$ cat src/rtl/i2cbp_pkg.sv
package i2cbp_pkg;

    typedef enum logic [1:0] {
        ST_IDLE  = 2'd0,
        ST_SHIFT = 2'd1,
        ST_FULL  = 2'd2
    } seq_state_t;

endpackage

$ cat src/rtl/i2cbp_seq.sv
module i2cbp_seq
    import i2cbp_pkg::*;
#(
    parameter int DATA_W = 8
) (
    input  logic clk,
    input  logic rst_n,
    input  logic cpu_wr_en,
    input  logic shift_en,
    input  logic byte_done,
    input  logic rx_mode,
    output logic shift_go,
    output logic load_go,
    output logic capture_go,
    output logic busy
);
    localparam int CNT_W = $clog2(DATA_W + 1);
    localparam logic [CNT_W-1:0] LAST = CNT_W'(DATA_W - 1);

    seq_state_t       state, state_nxt;
    logic [CNT_W-1:0] cnt, cnt_nxt;

    // state register
    always_ff @(posedge clk or negedge rst_n) begin
        if (!rst_n) begin
            state <= ST_IDLE;
            cnt   <= '0;
        end else begin
            state <= state_nxt;
            cnt   <= cnt_nxt;
        end
    end

    // next state
    always_comb begin
        state_nxt = state;
        cnt_nxt   = cnt;
        unique case (state)
            ST_IDLE: begin
                if (shift_go) begin
                    state_nxt = ST_SHIFT;
                    cnt_nxt   = CNT_W'(1);
                end
            end
            ST_SHIFT: begin
                if (byte_done) begin
                    state_nxt = ST_IDLE;
                    cnt_nxt   = '0;
                end else if (shift_go) begin
                    cnt_nxt = cnt + CNT_W'(1);
                    if (cnt == LAST) state_nxt = ST_FULL;
                end
            end
            ST_FULL: begin
                if (byte_done) begin
                    state_nxt = ST_IDLE;
                    cnt_nxt   = '0;
                end
            end
            default: begin
                state_nxt = ST_IDLE;
                cnt_nxt   = '0;
            end
        endcase
    end

    // outputs
    always_comb begin
        busy       = (state != ST_IDLE);
        shift_go   = shift_en && !byte_done && (state != ST_FULL);
        load_go    = cpu_wr_en && !shift_en && (state == ST_IDLE);
        capture_go = byte_done && rx_mode && (state == ST_FULL);
    end

endmodule

$ cat src/rtl/i2cbp_shifter.sv
module i2cbp_shifter #(
    parameter int DATA_W = 8
) (
    input  logic              clk,
    input  logic              load_go,
    input  logic              shift_go,
    input  logic [DATA_W-1:0] load_data,
    input  logic              ser_in,
    output logic [DATA_W-1:0] sreg,
    output logic              ser_out
);
    // data storage carries no reset value
    always_ff @(posedge clk) begin
        if (shift_go)
            sreg <= {sreg[DATA_W-2:0], ser_in};
        else if (load_go)
            sreg <= load_data;
    end

    assign ser_out = sreg[DATA_W-1];

endmodule

$ cat src/rtl/i2cbp_rdbuf.sv
module i2cbp_rdbuf #(
    parameter int DATA_W = 8,
    parameter int BUS_W  = 32
) (
    input  logic              clk,
    input  logic              capture_go,
    input  logic [DATA_W-1:0] sreg,
    output logic [BUS_W-1:0]  rdata
);
    localparam int PAD_W = BUS_W - DATA_W;

    logic [DATA_W-1:0] buf_q;

    always_ff @(posedge clk) begin
        if (capture_go) buf_q <= sreg;
    end

    generate
        if (PAD_W > 0) begin : g_pad
            assign rdata = {{PAD_W{1'b0}}, buf_q};
        end else begin : g_nopad
            assign rdata = buf_q;
        end
    endgenerate

endmodule

$ cat src/rtl/i2c_byte_path.sv
module i2c_byte_path #(
    parameter int DATA_W = 8,
    parameter int BUS_W  = 32
) (
    input  logic             clk,
    input  logic             rst_n,
    input  logic             cpu_wr_en,
    input  logic [BUS_W-1:0] cpu_wdata,
    output logic [BUS_W-1:0] cpu_rdata,
    input  logic             rx_mode,
    input  logic             shift_en,
    input  logic             ser_in,
    output logic             ser_out,
    input  logic             byte_done,
    output logic             busy
);
    logic              shift_go, load_go, capture_go;
    logic [DATA_W-1:0] sreg;

    i2cbp_seq #(.DATA_W(DATA_W)) u_seq (
        .clk        (clk),
        .rst_n      (rst_n),
        .cpu_wr_en  (cpu_wr_en),
        .shift_en   (shift_en),
        .byte_done  (byte_done),
        .rx_mode    (rx_mode),
        .shift_go   (shift_go),
        .load_go    (load_go),
        .capture_go (capture_go),
        .busy       (busy)
    );

    i2cbp_shifter #(.DATA_W(DATA_W)) u_shf (
        .clk       (clk),
        .load_go   (load_go),
        .shift_go  (shift_go),
        .load_data (cpu_wdata[DATA_W-1:0]),
        .ser_in    (ser_in),
        .sreg      (sreg),
        .ser_out   (ser_out)
    );

    i2cbp_rdbuf #(.DATA_W(DATA_W), .BUS_W(BUS_W)) u_buf (
        .clk        (clk),
        .capture_go (capture_go),
        .sreg       (sreg),
        .rdata      (cpu_rdata)
    );

endmodule

$ cat config.mk
export PLATFORM = sky130hd
export DESIGN_NAME = i2c_byte_path
export DESIGN_NICKNAME = d
export VERILOG_FILES = /design/src/rtl/i2cbp_pkg.sv /design/src/rtl/i2cbp_seq.sv /design/src/rtl/i2cbp_shifter.sv /design/src/rtl/i2cbp_rdbuf.sv /design/src/rtl/i2c_byte_path.sv
export SDC_FILE = /design/constraint.sdc
export NUM_CORES = 1
export LEC_CHECK = 0
export BUFFER_PORTS_ARGS = -buffer_cell sky130_fd_sc_hd__buf_2
export CORE_ASPECT_RATIO = 1.75
export CORE_MARGIN = 2
export CORE_UTILIZATION = 45
export DETAILED_ROUTE_END_ITERATION = 16
export PLACE_DENSITY = 0.95
export SLEW_MARGIN = 10
export SYNTH_ARGS = -nofsm -noshare
export SYNTH_HDL_FRONTEND = slang
export SYNTH_SLANG_ARGS = --single-unit
$ cat constraint.sdc
create_clock -name clk -period 2.4 [get_ports clk]
set_input_delay 0.12 -clock clk [delete_from_list [all_inputs] [get_ports clk]]
set_output_delay 0.12 -clock clk [all_outputs]
set_load 0.02 [all_outputs]
Word level (Yosys, flattened, before mapping)
Cells that the tools add are included.
{"block": "totals", "register_bits": 22, "latch_bits": 0, "ram_bits": 0, "rom_bits": 0, "in_bits": 39, "elab_cells": 39, "memories": 0}
{"block": "classes", "n_addsub": 1, "multipliers": 0, "n_div": 0, "magnitude_cmp": 0, "eq_ne": 8, "n_shift": 0, "n_mux": 13, "n_bitwise": 0, "n_reduce_logical": 13}
{"operator": "two-way mux 4 bit", "n": 4}
{"operator": "two-way mux 8 bit", "n": 2}
{"operator": "one-hot mux 4 bit (3 select lines)", "n": 1}
{"operator": "two-way mux 2 bit", "n": 5}
{"operator": "logical AND 1 bit", "n": 6}
{"operator": "!= test 2 bit (second input constant)", "n": 3}
{"operator": "one-hot mux 2 bit (3 select lines)", "n": 1}
{"operator": "adder 4 x 1 -> 4 bit (second input constant)", "n": 1}
{"operator": "equality test 4 x 3 -> 1 bit (second input constant)", "n": 1}
{"operator": "AND reduction 4 bit", "n": 1}
{"operator": "nonzero test 2 bit", "n": 2}
{"operator": "!= test 3 x 2 -> 1 bit (second input constant)", "n": 1}
{"operator": "!= test 3 bit (second input constant)", "n": 1}
{"operator": "AND reduction 3 bit", "n": 1}
{"operator": "equality test 2 x 1 -> 1 bit (second input constant)", "n": 1}
{"operator": "equality test 2 bit (second input constant)", "n": 1}
{"operator": "logical NOT 1 bit", "n": 2}
{"operator": "logical NOT 2 bit", "n": 1}

Logic depth before layout (Yosys ltp)
Gate-level depths: netlist of run 1.
{"block": "depth", "ltp_word": 6, "mapped_depth": 4, "mapped_depth_nobuf": 4}

Cells and area by module
A second synthesis of run 1 with hierarchy kept.
{"block": "unflattened", "hier_cells": 96, "hier_area_um2": 1256.2}
{"mod": "i2cbp_seq", "n_inst": 1, "cells_each": 44, "area_per_inst_um2": 446.7, "seq_area_each_um2": 150.1}
{"mod": "i2cbp_rdbuf", "n_inst": 1, "cells_each": 33, "area_per_inst_um2": 424.2, "seq_area_each_um2": 240.2}
{"mod": "i2cbp_shifter", "n_inst": 1, "cells_each": 19, "area_per_inst_um2": 385.4, "seq_area_each_um2": 240.2}

Worst setup path after synthesis of run 1
OpenSTA, ideal clock, no wires.
{"block": "synth_path", "kind": "reg2reg", "startpoint": "reg u_seq.state[1]", "endpoint": "reg u_shf.sreg[0] (data pin)", "setup_time_ns": 0.260, "t_arrival_ns": 1.255, "slack_ns": 0.885, "stages_incl_launch_ff": 5, "path_buffers": 1, "cell_sequence": "dfrtp_1 -> buf_2 -> nor2b_4 -> nor3_4 -> mux2_2"}
{"block": "synth_via", "elab_chain_cells": 3}
{"item": "from (decl)", "line": "i2cbp_seq.sv:20", "text": "seq_state_t state, state_nxt;"}
{"item": "from (signal assigned)", "line": "i2cbp_seq.sv:29", "text": "state <= state_nxt;"}
{"item": "!= test 2 bit", "line": "i2cbp_seq.sv:70", "text": "shift_go = shift_en && !byte_done && (state != ST_FULL);"}
{"item": "logical AND 1 bit", "line": "i2cbp_seq.sv:70"}
{"item": "two-way mux 8 bit", "line": "i2cbp_shifter.sv:14", "text": "if (shift_go)"}
{"item": "to (signal assigned)", "line": "i2cbp_shifter.sv:15", "text": "sreg <= {sreg[DATA_W-2:0], ser_in};"}
{"item": "to (signal assigned)", "line": "i2cbp_shifter.sv:17", "text": "sreg <= load_data;"}
{"item": "to (decl)", "line": "i2cbp_shifter.sv:9", "text": "output logic [DATA_W-1:0] sreg,"}
No other way between the ends.
A chain may end at the register's enable or synchronous reset.

Worst setup path in the final report of run 1
{"block": "layout_path", "startpoint": "reg u_seq.state[1]", "endpoint": "reg u_shf.sreg[6] (data pin)"}
Same word-level chain as after synthesis.

==> run_results.csv, run 1 <==
group,metric,value,unit
logic_synthesis,synthAdderAreaFrac,1.06,%
cts,clk_pin_slew_worst_paths,70,ps
logic_synthesis,yosysWarningCount,0,
floorplanning,initial_core_util,47.3,%
timing,fin_tns_setup,0,ps
setup_path,crit_slowest_cell,"dfrtp_1",
cells_and_area,drive_gt1_share,32.8,%
cts,cts_made_buffers,3,
cts,clk_latency,250,ps
logic_synthesis,synth-compound-area-share,6.69,%
power_and_ir_drop,p_leak,0.553,nW
cts,clockBufferDepth,2,
logic_synthesis,synth_top_area_share,40.8,%
global_route,antenna_found_initial,0,
routing,drt_wl_total,1880,um
outcome,run_status,"finished, final reports clean",
setup_path,cp-start-kind,"flip-flop",
cells_and_area,area_growth,7.96,%
placed_design,globalplace.congestion,0.760,
logic_synthesis,synth_ff_type,"edfxtp_1",
setup_path,worstSetupPathType,"flip-flop to flip-flop",
floorplanning,die_h,71.7,um
timing,timing.fmax,604,MHz
logic_synthesis,async_flop_share,27.3,%
timing,min_period,1650,ps
cells_and_area,nFillCells,223,
timing,finalClockSkew,2.46,ps
routing,drc,0,
logic_synthesis,synth_edf_count,16,
global_route,grt_pass1_wl,2820,um
logic_synthesis,yosysSeqAreaShare,53.5,%
cts,cts_tree,"built",
global_route,grt_max_degree,13,
timing,slew_viol_final,0,
logic_synthesis,synth_cells,95,
routing,drt_iter0_markers,31,
logic_synthesis,synth_top_area_cell,"edfxtp_1",
power_and_ir_drop,vdd.ir_drop.worst,0.000251,V
timing,finalCritPeriodShare,68.9,%
cts,htree_levels,1,
logic_synthesis,synth_cell_types,31,
job,maxCapViolCount,0,
floorplanning,boundaryPins,73,
placed_design,hpwlAfterDp,1490,um
setup_path,reg2reg_slack,750,ps
floorplanning,fp.coreArea,2490,sq um
logic_synthesis,synth.top_cells.by_area,"edfxtp_1, buf_4, dfrtp_1",
setup_path,startpoint,"u_seq.state[1]",
logic_synthesis,ys_seq_elements,22,
setup_path,rr_startpoint,"u_seq.state[1]",
logic_synthesis,synthTopCellsByCount,"buf_4, edfxtp_1, mux2_2",
logic_synthesis,synth_top_family_by_area,"buffers and inverters",
logic_synthesis,syn_avg_cell_area,12.4,sq um
routing,ant_nets,0,
logic_synthesis,synth_xor_area_share,0,%
setup_path,crit_fanout,9,
placed_design,placed_area,1220,sq um
cells_and_area,nets,160,
timing,rsz0062_at_grt,"false",
cts,post-cts-setup-buffers,0,
setup_path,worstPathRequired,2410,ps
setup_path,cp_top_family,"simple AND/OR/NAND/NOR gates",
routing,vias,733,
min_path,worstHoldStart,"cpu_wdata[2]",
cts,cts.repair.resized,0,
min_path,hold_class,"input pin to flip-flop",
routing,first_pass_iters,4,
setup_path,cp_num_buf_inv,0,
global_route,grt_pass1_vias,662,
timing,whs,157,ps
logic_synthesis,netlist_area,1180,sq um
routing,via_per_inst,5.06,
cts,clock_sinks,22,
floorplanning,row_count,24,
floorplanning,dieArea,3060,sq um
global_route,globalRoute.totalOverflow,0,
global_route,grtUsageTotal,12.1,%
cells_and_area,antennaDiodeCount,0,
logic_synthesis,yosys.area_share.simple,10.4,%
cts,hold_buffers,1,
cells_and_area,multi_input_area,427,sq um
timing,setup_viol,0,
placed_design,io_buffer_count,24,
cells_and_area,postLayoutCellArea,1270,sq um
logic_synthesis,yosysMostFrequentCell,"buf_4",
setup_path,arrival,1660,ps
logic_synthesis,synth.area.mux_share,10.4,%
timing,hold_viol_final,0,
setup_path,cp-end-kind,"flip-flop",
routing,wl_per_cell,13.0,um
cts,cts_root_buf,"clkbuf_8",
floorplanning,die_x,42.7,um
power_and_ir_drop,powerDensity,619,nW/um^2
setup_path,slowest_delay,480,ps
setup_path,crit_chain,"nor2b_4 -> nor3_4 -> mux2_2",
cells_and_area,seqCellArea,631,sq um
==> worst reg2reg max path, stage by stage (launching register included) <==
cell     delay, ps
dfrtp_1        480
nor2b_4        180
nor3_4         360
mux2_2         400
==> cells in the final DEF (no fill, tap or decap), types with 2 or more instances in the layout <==
| cell type | count |
|---|---|
| edfxtp_1 | 16 |
| and3_1 | 2 |
| mux2_1 | 2 |
| dfrtp_1 | 6 |
| conb_1 | 24 |
| o22ai_1 | 2 |
| mux2_2 | 8 |
| o21ai_0 | 2 |
| a22o_1 | 2 |
| buf_2 | 24 |
| nand2_1 | 3 |
| clkbuf_8 | 3 |
| nor2_1 | 5 |
==> flip-flops by register name, summed over array words and instances (netlist names) <==
signal       count
u_buf.buf_q      8
u_shf.sreg       8
u_seq.cnt        4
u_seq.state      2
==> final timing paths <==
path	end	cells after the start
setup / recovery	u_shf.sreg[6]	3
hold / removal	u_shf.sreg[2]	2
setup reg to reg	u_shf.sreg[6]	3
hold reg to reg	u_buf.buf_q[2]	0
max in group asynchronous	u_seq.cnt[2]	2
min in group asynchronous	u_seq.state[0]	2
==> per-layer routing <==
| layer | global-route usage [%] | vias to the layer above | share of wire [%] |
|---|---|---|---|
| met5 | 0 | - | 0 |
| li1 | - | 337 | - |
| met3 | 2.27 | 4 | 10 |
| met4 | 4.17 | 0 | 0.91 |
| met2 | 23.7 | 53 | 54 |
| met1 | 11.9 | 339 | 34 |
==> logic make-up (layout without fill, tap and decap cells) <==
| family | count (synthesis) | in the layout |
|---|---|---|
| buf+inv | 30 | 31 |
| flops | 22 | 22 |
| simple gates | 19 | 19 |
| compound gates | 11 | 11 |
| mux | 11 | 11 |
| fa+ha+maj | 1 | 1 |
| other cells | 1 | 24 |
==> stage by stage <==
step	power [W]	worst slack, ps	utilization [%]	std cells
floorplan	0.000569	885	-	118
global placement	0.000560	803	48.8	140
detailed placement	0.000568	749	48.8	140
CTS	0.000792	749	51.1	145
global route	0.000821	653	51.1	145
finish	0.000787	745	51.1	145
==> area by class of cell <==
| class | instances | share of cell area (%) |
|---|---|---|
| clock buffer | 4 | 3.54 |
| inverter | 2 | 0.590 |
| tap | 26 | 2.56 |
| timing repair buffer | 25 | 10.2 |
| sequential | 22 | 49.6 |
| multi-input combinational | 66 | 33.5 |
==> where the power goes <==
group / internal [W] / switching (W)
clock: 0.000118 / 0.000106
combinational: 0.0000399 / 0.0000715
sequential: 0.000433 / 0.0000183
Note: power is estimated with default switching activity, not from simulation.
==> run 2: changes to the inputs <==
--- a/config.mk
+++ b/config.mk
@@ -5,12 +5,13 @@
 export SDC_FILE = /design/constraint.sdc
 export NUM_CORES = 1
 export LEC_CHECK = 0
+export ABC_AREA = 1
 export BUFFER_PORTS_ARGS = -buffer_cell sky130_fd_sc_hd__buf_2
 export CORE_ASPECT_RATIO = 1.75
 export CORE_MARGIN = 2
-export CORE_UTILIZATION = 45
+export CORE_UTILIZATION = 38
 export DETAILED_ROUTE_END_ITERATION = 16
-export PLACE_DENSITY = 0.95
+export PLACE_DENSITY = 0.87
 export SLEW_MARGIN = 10
 export SYNTH_ARGS = -nofsm -noshare
 export SYNTH_HDL_FRONTEND = slang
==> constraint.sdc (replaced) <==
create_clock -name clk -period 1.3 [get_ports clk]
set_input_delay 0.065 -clock clk [delete_from_list [all_inputs] [get_ports clk]]
set_output_delay 0.065 -clock clk [all_outputs]
set_load 0.02 [all_outputs]
==> run_results.csv, run 2 <==
group,metric,value,unit
outcome,run_status,"finished, final reports clean",
cells_and_area,area_growth,14.6,%
logic_synthesis,yosysMostFrequentCell,"nand2_1",
setup_path,crit_slowest_cell,"dfrtp_2",
logic_synthesis,synth_top_area_cell,"edfxtp_1",
floorplanning,row_count,26,
placed_design,dp_cells,189,
cells_and_area,multi_input_area,447,sq um
cts,htree_levels,1,
logic_synthesis,synth.area.mux_share,0,%
global_route,antenna_found_initial,0,
cells_and_area,fin_util,46.0,%
global_route,grtUsageTotal,11.8,%
placed_design,globalplace.congestion,0.804,
cells_and_area,drive_gt1_share,29.6,%
setup_path,crit_fanout,8,
setup_path,r2r.worst_path.cells,3,
cts,cts_root_buf,"clkbuf_8",
logic_synthesis,netlist_area,1190,sq um
logic_synthesis,yosys.area_share.simple,23.4,%
floorplanning,boundaryPins,73,
cells_and_area,seqCellArea,632,sq um
floorplanning,dieArea,3610,sq um
setup_path,worstPathRequired,1240,ps
job,maxCapViolCount,0,
logic_synthesis,yosysSeqAreaShare,53.1,%
logic_synthesis,synthTopCellsByCount,"nand2_1, buf_4, edfxtp_1",
global_route,grt_pass1_vias,764,
setup_path,worstSetupPathType,"flip-flop to flip-flop",
setup_path,arrival,1160,ps
min_path,hold_depth,3,
timing,hold_viol_final,0,
power_and_ir_drop,powerDensity,1300,nW/um^2
setup_path,slowest_delay,450,ps
logic_synthesis,yosysWarningCount,0,
logic_synthesis,async_flop_share,27.3,%
logic_synthesis,synth_cells,121,
global_route,globalRoute.totalOverflow,0,
routing,ant_nets,0,
logic_synthesis,ys_seq_elements,22,
logic_synthesis,synthAdderAreaFrac,1.05,%
min_path,min_to,"u_shf.sreg[0]",
logic_synthesis,syn_avg_cell_area,9.82,sq um
placed_design,io_buffer_count,24,
cts,cts_made_buffers,3,
floorplanning,initial_core_util,40.2,%
logic_synthesis,synth_xor_area_share,0,%
power_and_ir_drop,vdd.ir_drop.worst,0.000823,V
routing,vias,827,
cells_and_area,nets,193,
placed_design,hpwlAfterDp,1520,um
power_and_ir_drop,p_leak,0.659,nW
cts,clk_latency,260,ps
setup_path,reg2reg_slack,80,ps
timing,whs,62.9,ps
global_route,grt_max_degree,13,
logic_synthesis,synth_top_family_by_area,"simple AND/OR/NAND/NOR gates",
cells_and_area,final_common_cell,"nand2_1",
logic_synthesis,synth.top_cells.by_area,"edfxtp_1, buf_4, dfrtp_1",
timing,slew_viol_final,0,
global_route,grt_pass1_wl,3090,um
timing,min_period,1220,ps
setup_path,timing.rr.end,"u_shf.sreg[7]",
setup_path,path_depth,3,
floorplanning,die_x,46.3,um
floorplanning,fp.coreArea,2960,sq um
cells_and_area,nFillCells,286,
routing,via_per_inst,4.26,
routing,first_pass_iters,4,
logic_synthesis,synth_top_area_share,40.4,%
cts,clk_pin_slew_worst_paths,80,ps
cells_and_area,instances_no_fill,194,
routing,drc,0,
timing,setup_viol,0,
cells_and_area,antennaDiodeCount,0,
cts,clock_sinks,22,
timing,finalCritPeriodShare,93.6,%
routing,drt_wl_total,1890,um
cts,cts_tree,"built",
routing,wl_per_cell,9.76,um
cells_and_area,reg.largest.list,"u_buf.buf_q x8, u_shf.sreg x8, u_seq.cnt x4",
logic_synthesis,synth_cell_types,16,
floorplanning,die_h,78.0,um
timing,finalClockSkew,2.71,ps
setup_path,cp-end-kind,"flip-flop",
logic_synthesis,synth-compound-area-share,4.21,%
routing,drt_iter0_markers,18,
setup_path,cp_top_family,"flip-flops",
logic_synthesis,synth_ff_type,"edfxtp_1",
timing,rsz0062_at_grt,"false",
setup_path,rr_startpoint,"u_seq.state[1]",
min_path,worstHoldStart,"cpu_wdata[0]",
setup_path,crit_chain,"inv_2 -> nand2_2 -> o21ai_4",
logic_synthesis,synth_edf_count,16,
timing,fin_tns_setup,0,ps
setup_path,cp-start-kind,"flip-flop",
cells_and_area,final_cell_mix,"nand2_1, conb_1, buf_2",
timing,timing.fmax,822,MHz
cts,post-cts-setup-buffers,0,
setup_path,cp_num_buf_inv,1,
cts,clockBufferDepth,2,
min_path,hold_class,"input pin to flip-flop",
[run 2: final cells by class]
class | count | share of cell area, %
sequential | 22 | 46.4
multi-input combinational | 89 | 32.8
timing repair buffer | 28 | 11.2
tap | 42 | 3.86
clock buffer | 3 | 3.03
inverter | 9 | 2.48
clock inverter | 1 | 0.275
[run 2: stage by stage]
stage	cell area (sq um)	power [W]	worst slack, ps
3_3_place_gp	1300	0.00134	59.0
6_report	1360	0.00177	82.8
2_1_floorplan	1290	0.00128	2.37
5_1_grt	1360	0.00189	15.3
3_5_place_dp	1300	0.00135	39.9
4_1_cts	1360	0.00177	33.3
[run 2: metal layers]
layer	wire, um	global-route usage [%]
met2	1070	21.9
met3	126	3.26
met1	658	11.3
met5	0	0
met4	34	4.29
[run 2: worst reg2reg max path: cells and delay by family, from the launching register on]
kind	cells	cell delay, ps
AO/OA/AOI/OAI	1	290
flip-flops	1	450
AND/OR/NAND/NOR	1	70
buffers and inverters	1	90
[run 2: worst max-delay path by stage]
stage / slack (ps) / end / startpoint
after detailed placement: 40 / u_shf.sreg[7] / u_seq.state[1]
after global placement: 60 / u_shf.sreg[7] / u_seq.state[1]
after floorplan: 2 / u_shf.sreg[0] / u_seq.state[1]
after CTS: 30 / u_shf.sreg[7] / u_seq.state[1]
after global routing: 20 / u_seq.state[0] / u_seq.state[1]
final: 80 / u_shf.sreg[7] / u_seq.state[1]
[run 2: repair_timing]
| item | in CTS | in global routing |
|---|---|---|
| endpoints found under the hold margin | 6 | 0 |
| hold buffers | 1 | 0 |
| setup endpoints to repair | 0 | 10 |
| resized for setup | 0 | 3 |
[run 2: where the power goes]
group	leakage (nW)	switching (W)	internal, W
clock network	0.0231	0.000215	0.000211
logic	0.409	0.000306	0.000145
registers	0.227	0.0000555	0.000839
total	0.659	0.000577	0.00120
[run 2: kinds of logic (layout without fill, tap and decap cells)]
| logic type | Yosys count | count (layout) |
|---|---|---|
| buf+inv | 33 | 41 |
| simple gates | 57 | 57 |
| fa+ha+maj | 1 | 1 |
| flops | 22 | 22 |
| compound gates | 7 | 7 |
| other cells | 1 | 24 |
